**src/rtl/cla_pkg.sv**
```systemverilog
package cla_pkg;

    // Group terms of one span of bit positions
    typedef struct packed {
        logic g;   // span produces a carry on its own
        logic p;   // span passes its incoming carry through
    } span_t;

    // Join a lower span with the adjacent higher span
    function automatic span_t span_join(span_t lo, span_t hi);
        span_t r;
        r.g = hi.g | (hi.p & lo.g);
        r.p = lo.p & hi.p;
        return r;
    endfunction

    // Carry that leaves a span, given the carry that enters it
    function automatic logic span_carry(span_t s, logic c_in);
        return s.g | (s.p & c_in);
    endfunction

endpackage

```
**src/rtl/cla_bit_terms.sv**
```systemverilog
module cla_bit_terms
    import cla_pkg::*;
#(
    parameter int WIDTH = 16
) (
    input  logic [WIDTH-1:0]  a,
    input  logic [WIDTH-1:0]  b,
    output span_t [WIDTH-1:0] bit_span
);

    for (genvar k = 0; k < WIDTH; k++) begin : g_bit
        assign bit_span[k].g = a[k] & b[k];
        assign bit_span[k].p = a[k] ^ b[k];
    end

endmodule

```
**src/rtl/cla_merge_tree.sv**
```systemverilog
// Upward pass: heap-ordered node array, node 1 is the whole word,
// node i covers the spans of nodes 2i (lower) and 2i+1 (upper),
// leaf for bit k sits at index WIDTH+k.
module cla_merge_tree
    import cla_pkg::*;
#(
    parameter int WIDTH = 16
) (
    input  span_t [WIDTH-1:0]   bit_span,
    output span_t [2*WIDTH-1:1] node
);

    localparam int LEVELS = $clog2(WIDTH);

    for (genvar k = 0; k < WIDTH; k++) begin : g_leaf
        assign node[WIDTH+k] = bit_span[k];
    end

    for (genvar lv = 0; lv < LEVELS; lv++) begin : g_level
        for (genvar j = 0; j < (1 << lv); j++) begin : g_cell
            localparam int IDX = (1 << lv) + j;
            assign node[IDX] = span_join(node[2*IDX], node[2*IDX+1]);
        end
    end

endmodule

```
**src/rtl/cla_carry_tree.sv**
```systemverilog
// Downward pass: hands each node the carry entering its span.
module cla_carry_tree
    import cla_pkg::*;
#(
    parameter int WIDTH = 16
) (
    input  span_t [2*WIDTH-2:1] node,
    input  logic                cin,
    output logic  [WIDTH-1:0]   carry,
    output logic                cout
);

    localparam int LEVELS = $clog2(WIDTH);

    logic [2*WIDTH-1:1] c_node;

    assign c_node[1] = cin;

    for (genvar lv = 0; lv < LEVELS; lv++) begin : g_level
        for (genvar j = 0; j < (1 << lv); j++) begin : g_cell
            localparam int IDX = (1 << lv) + j;
            assign c_node[2*IDX]   = c_node[IDX];
            assign c_node[2*IDX+1] = span_carry(node[2*IDX], c_node[IDX]);
        end
    end

    for (genvar k = 0; k < WIDTH; k++) begin : g_out
        assign carry[k] = c_node[WIDTH+k];
    end

    assign cout = span_carry(node[1], cin);

endmodule

```
**src/rtl/cla_adder.sv**
```systemverilog
module cla_adder
    import cla_pkg::*;
#(
    parameter int WIDTH = 16
) (
    input  logic [WIDTH-1:0] a,
    input  logic [WIDTH-1:0] b,
    input  logic             cin,
    output logic [WIDTH-1:0] sum,
    output logic             cout
);

    span_t [WIDTH-1:0]   bit_span;
    span_t [2*WIDTH-1:1] node;
    logic  [WIDTH-1:0]   carry;

    cla_bit_terms #(.WIDTH(WIDTH)) u_terms (
        .a        (a),
        .b        (b),
        .bit_span (bit_span)
    );

    cla_merge_tree #(.WIDTH(WIDTH)) u_up (
        .bit_span (bit_span),
        .node     (node)
    );

    cla_carry_tree #(.WIDTH(WIDTH)) u_down (
        .node  (node[2*WIDTH-2:1]),
        .cin   (cin),
        .carry (carry),
        .cout  (cout)
    );

    for (genvar k = 0; k < WIDTH; k++) begin : g_sum
        assign sum[k] = bit_span[k].p ^ carry[k];
    end

endmodule

```
**config.mk**
```make
export PLATFORM = sky130hd
export DESIGN_NAME = cla_adder
export DESIGN_NICKNAME = d
export VERILOG_FILES = /design/src/rtl/cla_pkg.sv /design/src/rtl/cla_bit_terms.sv /design/src/rtl/cla_merge_tree.sv /design/src/rtl/cla_carry_tree.sv /design/src/rtl/cla_adder.sv
export SDC_FILE = /design/constraint.sdc
export NUM_CORES = 1
export LEC_CHECK = 0
export ABC_AREA = 1
export CAP_MARGIN = 20
export CELL_PAD_IN_SITES_DETAIL_PLACEMENT = 1
export CELL_PAD_IN_SITES_GLOBAL_PLACEMENT = 1
export CORE_ASPECT_RATIO = 1.4
export CORE_MARGIN = 1.5
export CORE_UTILIZATION = 22
export DETAILED_ROUTE_END_ITERATION = 8
export PLACE_DENSITY = 0.84
export SLEW_MARGIN = 20
export SYNTH_ARGS = -nofsm -noshare
export SYNTH_HDL_FRONTEND = slang
export SYNTH_SLANG_ARGS = --single-unit
export TNS_END_PERCENT = 1
```
**constraint.sdc**
```tcl
create_clock -name vclk -period 2.7
set_clock_uncertainty 0.15 [all_clocks]
set_input_delay 0.54 -clock vclk [all_inputs]
set_output_delay 0.54 -clock vclk [all_outputs]
set_load 0.02 [all_outputs]
```
# Word-level counts from Yosys, hierarchy flattened
# Index checks and enable logic that the tools add are counted.
# W data, S select, Z words.
[classes] bitwise=125
[ops] op="$and A1 B1 Y1" count=62
[ops] op="$xor A1 B1 Y1" count=32
[ops] op="$or A1 B1 Y1" count=31
[word_totals] register_bits=0 output_inout_bits=17 in_bits=33 word_cells=125

# Depth between registers and ports, before layout
# Gate-level depths: netlist of run 1.
[depth] depth_word=15 mapped_depth=13 mapped_depth_nobuf=13

# Modules after synthesis
# A second synthesis of run 1 with hierarchy kept.
[hier_totals] hier_cells=218 hier_area_um2=1229.9
[by_module_without_submodules] mod="cla_merge_tree" instances=1 cells_per_inst=92 area_per_inst_um2=540.5 seq_area_each_um2=0.0
[by_module_without_submodules] mod="cla_adder" instances=1 cells_per_inst=80 area_per_inst_um2=300.3 seq_area_each_um2=0.0
[by_module_without_submodules] mod="cla_bit_terms" instances=1 cells_per_inst=16 area_per_inst_um2=200.2 seq_area_each_um2=0.0
[by_module_without_submodules] mod="cla_carry_tree" instances=1 cells_per_inst=30 area_per_inst_um2=188.9 seq_area_each_um2=0.0

# Worst setup path before layout of run 1
# No wires, ideal clock.
[synth_timing] path_kind="input-to-output" startpoint="in a[7]" endpoint="out sum[15]" required_ps=2010 path_buffers=0 path_slack_ps=-186 arrival_ps=2196 path_stages=11 cell_sequence="ha_1 > nand2_1 > inv_1 > a21oi_1 > nand3_2 > nand2_2 > nand2_2 > nand2_1 > nand2_1 > fa_1 > xor2_1"
[synth_between] elab_chain_cells=13
[synth_lines] element="start: declaration" line="cla_adder.sv:6" source="input logic [WIDTH-1:0] a,"
[synth_lines] element="$xor A1 B1 Y1" line="cla_bit_terms.sv:13" source="assign bit_span[k].p = a[k] ^ b[k];"
[synth_lines] element="$and A1 B1 Y1 (on tied branches)" line="cla_pkg.sv:12, cla_pkg.sv:13"
[synth_lines] element="$or A1 B1 Y1, or another cell as far along (2 in a row)" line="cla_pkg.sv:12" source="r.g = hi.g | (hi.p & lo.g);"
[synth_lines] element="$or A1 B1 Y1 / $and A1 B1 Y1 (equally long branches)" line="cla_pkg.sv:12, cla_pkg.sv:19"
[synth_lines] element="$or A1 B1 Y1 (*)" line="cla_pkg.sv:19" source="return s.g | (s.p & c_in);"
[synth_lines] element="$and A1 B1 Y1 (*)" line="cla_pkg.sv:19"
[synth_lines] element="$or A1 B1 Y1 (*)" line="cla_pkg.sv:19"
[synth_lines] element="$and A1 B1 Y1 (*)" line="cla_pkg.sv:19"
[synth_lines] element="$or A1 B1 Y1 (*)" line="cla_pkg.sv:19"
[synth_lines] element="$and A1 B1 Y1 (*)" line="cla_pkg.sv:19"
[synth_lines] element="$or A1 B1 Y1 (*)" line="cla_pkg.sv:19"
[synth_lines] element="$xor A1 B1 Y1 (*)" line="cla_adder.sv:36" source="assign sum[k] = bit_span[k].p ^ carry[k];"
[synth_lines] element="end: declaration" line="cla_adder.sv:9" source="output logic [WIDTH-1:0] sum,"
# Mark *: on every way between the ends. The rest lies on a longest branch, timed or not.

# Final worst setup path of run 1
[layout_timing] startpoint="in a[9]" endpoint="out sum[14]"
[layout_between] elab_chain_cells=9
[layout_lines] element="$xor A1 B1 Y1" line="cla_bit_terms.sv:13"
[layout_lines] element="$and A1 B1 Y1" line="cla_pkg.sv:12"
[layout_lines] element="$or A1 B1 Y1" line="cla_pkg.sv:12"
[layout_lines] element="$and A1 B1 Y1" line="cla_pkg.sv:12"
[layout_lines] element="$or A1 B1 Y1" line="cla_pkg.sv:12"
[layout_lines] element="$or A1 B1 Y1 (*)" line="cla_pkg.sv:19"
[layout_lines] element="$and A1 B1 Y1 (*)" line="cla_pkg.sv:19"
[layout_lines] element="$or A1 B1 Y1 (*)" line="cla_pkg.sv:19"
[layout_lines] element="$xor A1 B1 Y1 (*)" line="cla_adder.sv:36"
# Marks and branches as above.

==> run summary, run 1 <==
The core outline area is 3093 µm², and the via density per instance is 4.427. Biggest area consumer among synthesized cells: sky130_fd_sc_hd__ha_1. The logs give 709.4 µm² for the total standard cell area after synthesis and 2.296 mm for the half-perimeter wire length after placement.

For the part of the Yosys area used for sequential elements, the log shows 0. The height of the die came out at 70.19 µm. Sorting the synthesized cells by how often they occur yields sky130_fd_sc_hd__inv_1, sky130_fd_sc_hd__nand2_1, sky130_fd_sc_hd__ha_1, sky130_fd_sc_hd__fa_1, sky130_fd_sc_hd__nor2_1. The first global-routing pass estimated 4.912 mm of wire. After routing the design area is 1672 µm².

The number of rows in the core area is 24, and the aggregate negative setup slack is -1.424 ns. For this run, the detailed router's first-pass iteration total came to 3. Tracing the worst setup path back leads to its startpoint at a[9]. Total die area: 3579 µm². The worst-case headroom to the max-slew limit was 0.8272; the final-report hold violation count was 0.

The register area was 0 µm². The number of global-route vias before repair was 1,119. The worst setup path is launched from an input port. The run gives 50 as the number of I/O pins. At the pin with the least slew margin, the transition time is 0.2592 ns. The min-delay analysis places its worst path in the category in -> out.

Final routed wire length divided by cell count: 14.61 µm. The highest clock frequency the design can meet is 338.2 MHz, and the pin count of the biggest net entering global routing is 5. The remaining global-route overflow came out at 0. For this design, the CTS-stage hold fixing added 0 buffers. The tools report the endpoint arrival time on the critical path as 2.27 ns. A synthesized cell averages 7.314 µm².

Met2 layer wire length in the routed design: 1.979 mm. The run gives 2.01 ns as the required time at the worst-slack endpoint. Relative to the synthesized area, the layout overhead comes to 135.6%. The cell area after placement is 1438 µm². The startpoint identified for the worst hold timing path is b[2].

For the number of antenna violations at the first check in global routing, the log shows 0. After technology mapping, the gate count stands at 97. Yosys attributes the largest share of cell area to sky130_fd_sc_hd__ha_1, sky130_fd_sc_hd__fa_1, sky130_fd_sc_hd__inv_1. Across the VDD grid, the largest voltage drop is 0.0001624 V. In this run the worst path has a maximum fanout of 2. Number of setup violations in the final report: 12.

Setup repair after global routing could not meet its margin everywhere. The dominant cell by count in the synthesized netlist is sky130_fd_sc_hd__inv_1. The final reports fail on negative setup slack. The count of inserted antenna diode cells was 0.

The count of flip-flops and latches came out at 0. Max-cap violations in this run came to 0. For this run, the post-layout net count is 231.

The number of nets produced by synthesis was 154. Once detail routing completed, the nets flagged for antenna violations numbered 0. The worst-case setup margin in the final layout came out at -0.2565 ns.

Dividing total power by cell area gives a power density of 277.4 nW/µm². The run gives 0.2294 as the effective utilization at floorplan. Portion of synthesized cell area occupied by the leading cell type: 0.2822.

The Yosys step of the flow raised 0 warnings. Global placer's final weighted congestion: 0.6603. Across all layers, the routed design uses 934 vias. The number of max-slew violations in the final report came out at 0. The analysis attributes to cell leakage a power of 0.8393 nW. The run finished, with violations left.

For this run, design rule violations remaining after detail routing come to 0. Fraction of the cycle the final worst path needs: 1.095. The routed design could run at a clock period as short as 2.957 ns.

Buffers placed on the I/O ports in this run total 50. For the initial DRC count, the log shows 6. The critical path is of the in -> out type. The distinct cell type count after synthesis was 15.

In this run the top signal layer used is met4. The wire length on met1 was 888 µm; the proportion of layout cells with a drive suffix above 1 was 0.5930. The horizontal die dimension was 51.00 µm. The run gives 0 as the count of clock buffers in the final design. The critical path capture point type is an output pin. The sum of met3 wire segment lengths after detailed routing was 152 µm; the sum of internal, switching and leakage power was 0.4638 mW.

The run gives 0.1752 as the global router's overall resource usage. Wires add up to 3.083 mm.
per-stage QoR:
stage               utilization  cells  setup WS, ns  hold WS [ns]
detailed placement       0.4648    205        -1.143         2.146
global placement         0.4648    205        -1.076         2.122
finish                   0.5405    211       -0.2565         1.432
global route             0.5405    211       -0.3144         1.480
CTS                      0.5105    210       -0.2915         1.491
floorplan                     -     97      -0.02786         1.177
layer usage:
metal / vias up / GRT usage
met1: 441 / 0.1622
met4: 0 / 0.01802
li1: 449 / -
met2: 38 / 0.3939
met5: - / 0
met3: 6 / 0.006410
logic make-up after synthesis:
family / Yosys count / share of synthesized area
buffers and inverters: 22 / 0.1164
and+or+nand+nor: 34 / 0.2099
adders and majority gates: 24 / 0.5079
xor gates and xnor gates: 8 / 0.09876
AOI/OAI and AO/OA: 9 / 0.06701
power by group:
group	switching (mW)	total (mW)	internal [mW]	leakage [nW]
sequential	0	0	0	0
combinational	0.230	0.464	0.234	0.839
clock	0	0	0	0
total	0.230	0.464	0.234	0.839
cell usage in the layout (no fill, tap or decap):
cell	count
sky130_fd_sc_hd__buf_2	9
sky130_fd_sc_hd__clkbuf_2	1
sky130_fd_sc_hd__a21oi_1	1
sky130_fd_sc_hd__a21oi_4	1
sky130_fd_sc_hd__o21ai_2	2
sky130_fd_sc_hd__clkdlybuf4s15_1	1
sky130_fd_sc_hd__nand2_4	4
sky130_fd_sc_hd__nand2_2	9
sky130_fd_sc_hd__ha_1	3
sky130_fd_sc_hd__fa_1	5
sky130_fd_sc_hd__dlymetal6s2s_1	3
sky130_fd_sc_hd__nand3_2	2
sky130_fd_sc_hd__a21o_1	1
sky130_fd_sc_hd__nand3_1	3
sky130_fd_sc_hd__buf_6	13
sky130_fd_sc_hd__clkdlybuf4s50_1	6
sky130_fd_sc_hd__dlygate4sd2_1	9
sky130_fd_sc_hd__xor2_1	1
sky130_fd_sc_hd__inv_2	3
sky130_fd_sc_hd__nand2_1	8
sky130_fd_sc_hd__o21ai_1	1
sky130_fd_sc_hd__xor2_4	1
sky130_fd_sc_hd__ha_2	1
sky130_fd_sc_hd__clkdlybuf4s15_2	1
sky130_fd_sc_hd__nor2_1	5
sky130_fd_sc_hd__ha_4	12
sky130_fd_sc_hd__xor2_2	2
sky130_fd_sc_hd__inv_1	19
sky130_fd_sc_hd__fa_2	3
sky130_fd_sc_hd__nor2_2	3
sky130_fd_sc_hd__buf_4	32
sky130_fd_sc_hd__xnor2_1	4
sky130_fd_sc_hd__a21oi_2	3
path summary, 6_finish.rpt:
path                  slack [ns]  cells after the start       to
worst max-delay path       -0.26                     11  sum[14]
worst min-delay path        1.43                      4   sum[2]
worst max-delay path: stages:
cell and delay (ns):
sky130_fd_sc_hd__dlygate4sd2_1 0.26, sky130_fd_sc_hd__ha_4 0.30, sky130_fd_sc_hd__buf_6 0.11, sky130_fd_sc_hd__nand2_4 0.05
sky130_fd_sc_hd__nor2_2 0.14, sky130_fd_sc_hd__nand2_2 0.08, sky130_fd_sc_hd__nand2_2 0.07, sky130_fd_sc_hd__nand2_1 0.05
sky130_fd_sc_hd__nand2_1 0.07, sky130_fd_sc_hd__fa_2 0.44, sky130_fd_sc_hd__buf_6 0.14
layout make-up:
type	count	area (µm²)
Timing Repair Buffer	75	634.4
Tap cell	39	48.80
Multi-Input combinational cell	75	905.9
Fill cell	366	1421
Inverter	22	82.58
timing repair:
item / in CTS / in global routing
endpoints found under the setup margin: 17 / 15
buffers inserted: 5 / 1
resized for setup: 175 / 36
endpoints found under the hold margin: 0 / 0
pin swaps: 34 / 30
No activity file was read; power rests on OpenSTA's default activity.
==> inputs of run 2 (changes only) <==
--- a/config.mk
+++ b/config.mk
@@ -9,11 +9,12 @@
 export CAP_MARGIN = 20
 export CELL_PAD_IN_SITES_DETAIL_PLACEMENT = 1
 export CELL_PAD_IN_SITES_GLOBAL_PLACEMENT = 1
-export CORE_ASPECT_RATIO = 1.4
+export CORE_ASPECT_RATIO = 0.8
 export CORE_MARGIN = 1.5
 export CORE_UTILIZATION = 22
 export DETAILED_ROUTE_END_ITERATION = 8
 export PLACE_DENSITY = 0.84
+export SETUP_SLACK_MARGIN = 0.15
 export SLEW_MARGIN = 20
 export SYNTH_ARGS = -nofsm -noshare
 export SYNTH_HDL_FRONTEND = slang
==> run summary, run 2 (synthesis gave the netlist of run 1 again) <==
Summing all non-filler instances in the final layout gives an area of 1658 µm². In this run the cell area measured after placement is 1485 µm². Number of antenna violations at the first check in global routing: 0.

The number of hold buffers added after CTS was 0. The number of I/O pins is 50. In this design, the largest share of critical-path delay is due to adder cells. Prior to clock tree synthesis, the placed netlist has a worst setup slack of -1.153 ns.

The run gives 0 as the remaining antenna violation count after routing. Highest clock frequency the design can meet: 330.9 MHz. Setup repair after global routing could not meet its margin everywhere. The global router's overall resource usage is 0.1778, and the remaining global-route overflow is 0. For the number of cells in the finished layout apart from fillers, the log shows 211. The top cell types in the final layout, fill and taps aside, are sky130_fd_sc_hd__buf_4, sky130_fd_sc_hd__inv_1, sky130_fd_sc_hd__dlygate4sd2_1, sky130_fd_sc_hd__nand2_2. The design has 0 sequential cells.

Effective utilization at floorplan: 0.2299. The worst setup path is launched from an input port. The buffers plus inverters on the worst setup path is 4.

The proportion of layout cells with a drive suffix above 1 came out at 0.6316. The highest net fanout along the worst path is 3, and the number of cells after detailed placement is 203. Worst-case headroom to the max-slew limit: 0.8550. The critical path capture point type is an output pin. The number of buffers inserted by port buffering was 50; the number of rows in the core area was 18. The global placer's final weighted congestion is 0.8022. Detailed placement ended at an HPWL of 2.544 mm. Traced cell by cell, the critical path runs through buf_6 > ha_4 > nand2_4 > inv_2 > nand2_2 > nand2_2 > nor2_1 > nor2_1 > nor2_1 > fa_2 > inv_1 > clkdlybuf4s15_2.

In the final routed layout, each cell accounts on average for 15.56 µm. The run finished, with violations left. After detailed routing, the total wire length is 3.284 mm.

In this run the most critical hold path is launched from a[2]. The final-report hold violation count is 0. The floorplan step set the die width to 66.49 µm. STA puts the critical path data arrival time at 2.33 ns. Count of clock buffers in the final design: 0.

The number of max-slew violations in the final report came out at 0. The number of global-route vias before repair was 1,062; the final period demand of the worst path was 3.022 ns. The power density over cell area is 290.3 nW/µm², and the aggregate negative setup slack is -2.238 ns.

The source of the critical timing path was a[3]. The count of fill cells added during filler insertion was 359. The most frequent cell on the critical path is sky130_fd_sc_hd__nor2_1. For the pin count of the biggest net entering global routing, the log shows 5. On the worst path, the slowest cell contributes a delay of 0.47 ns. The tightest hold path in the finished design has a slack of 1.376 ns.

The final route contains 942 vias. The layout overhead on the synthesized area was 133.7%; the worst-case setup margin in the final layout was -0.3224 ns. In this run the standard cell core region covers 3085 µm². Across the whole layout, storage elements account for 0 µm². Setup violations remaining at the end of the flow were counted as 13.

The number of antenna diodes in the final layout is 0. The path class of the tightest hold or removal check is in -> out. The die is 53.79 µm tall. IR analysis of the VDD net gives a maximum drop of 0.0001185 V.

The logs give 3577 µm² for the total die area and 3 for the detailed-routing iteration count for the pre-antenna-repair pass. The DRC violation count after routing is 0. The fraction of the cycle the final worst path needs works out to 1.119. The final reports fail on negative setup slack. Summed over all cells, the static leakage comes to 0.8199 nW. The library cell used most frequently in the layout, excluding fill and tap cells, is sky130_fd_sc_hd__buf_4. STA puts the critical path data required time at 2.01 ns. The first routing iteration left 6 violations. For the number of violations of the max-capacitance limit, the log shows 0. The critical path start-end classification is in -> out.

The cell with the biggest individual delay on the critical path is sky130_fd_sc_hd__fa_2. The first global-routing pass estimated 4.802 mm of wire. In the final design database the tool counted 230 nets. At the pin with the least slew margin, the transition time is 0.2184 ns. Via density per instance: 4.464.
[run 2: changes by cell type in the layout (fill, tap and decap cells not counted), sizes merged]
cell | before | now
clkbuf | 1 | 0
clkdlybuf4s50 | 6 | 4
dlygate4sd2 | 9 | 14
dlymetal6s2s | 3 | 0
[run 2: final timing paths]
path | endpoint | cells after the start
min | sum[2] | 3
max | sum[6] | 12
[run 2: repair_timing]
item,4_1_cts,5_1_grt
setup buffers,4,4
gates resized for setup,188,26
pin swaps,35,17
setup endpoints to repair,17,15
[run 2: through the flow]
step / total power, mW / util
after global routing: 0.5172 / 0.5373
after CTS: 0.4321 / 0.5008
after detailed placement: 0.4351 / 0.4813
after floorplan: 0.2143 / -
final: 0.4813 / 0.5373
after global placement: 0.4185 / 0.4813
[run 2: routing by layer]
metal | GRT usage | part of all wire | vias up
li1 | - | - | 448
met1 | 0.1947 | 0.38 | 471
met2 | 0.3850 | 0.58 | 18
met3 | 0.008368 | 0.022 | 5
met4 | 0.02381 | 0.015 | 0
met5 | 0 | 0 | -
[run 2: where the power goes]
group          internal, mW  leakage, nW  switching [mW]
Combinational         0.238        0.820           0.243
Clock                     0            0               0
Sequential                0            0               0
[run 2: area by class of cell]
class	count	area [µm²]	area share
Timing Repair Buffer	74	595.6	0.3592
Tap cell	40	50.05	0.03019
Inverter	22	82.58	0.04981
Multi-Input combinational cell	75	929.6	0.5608
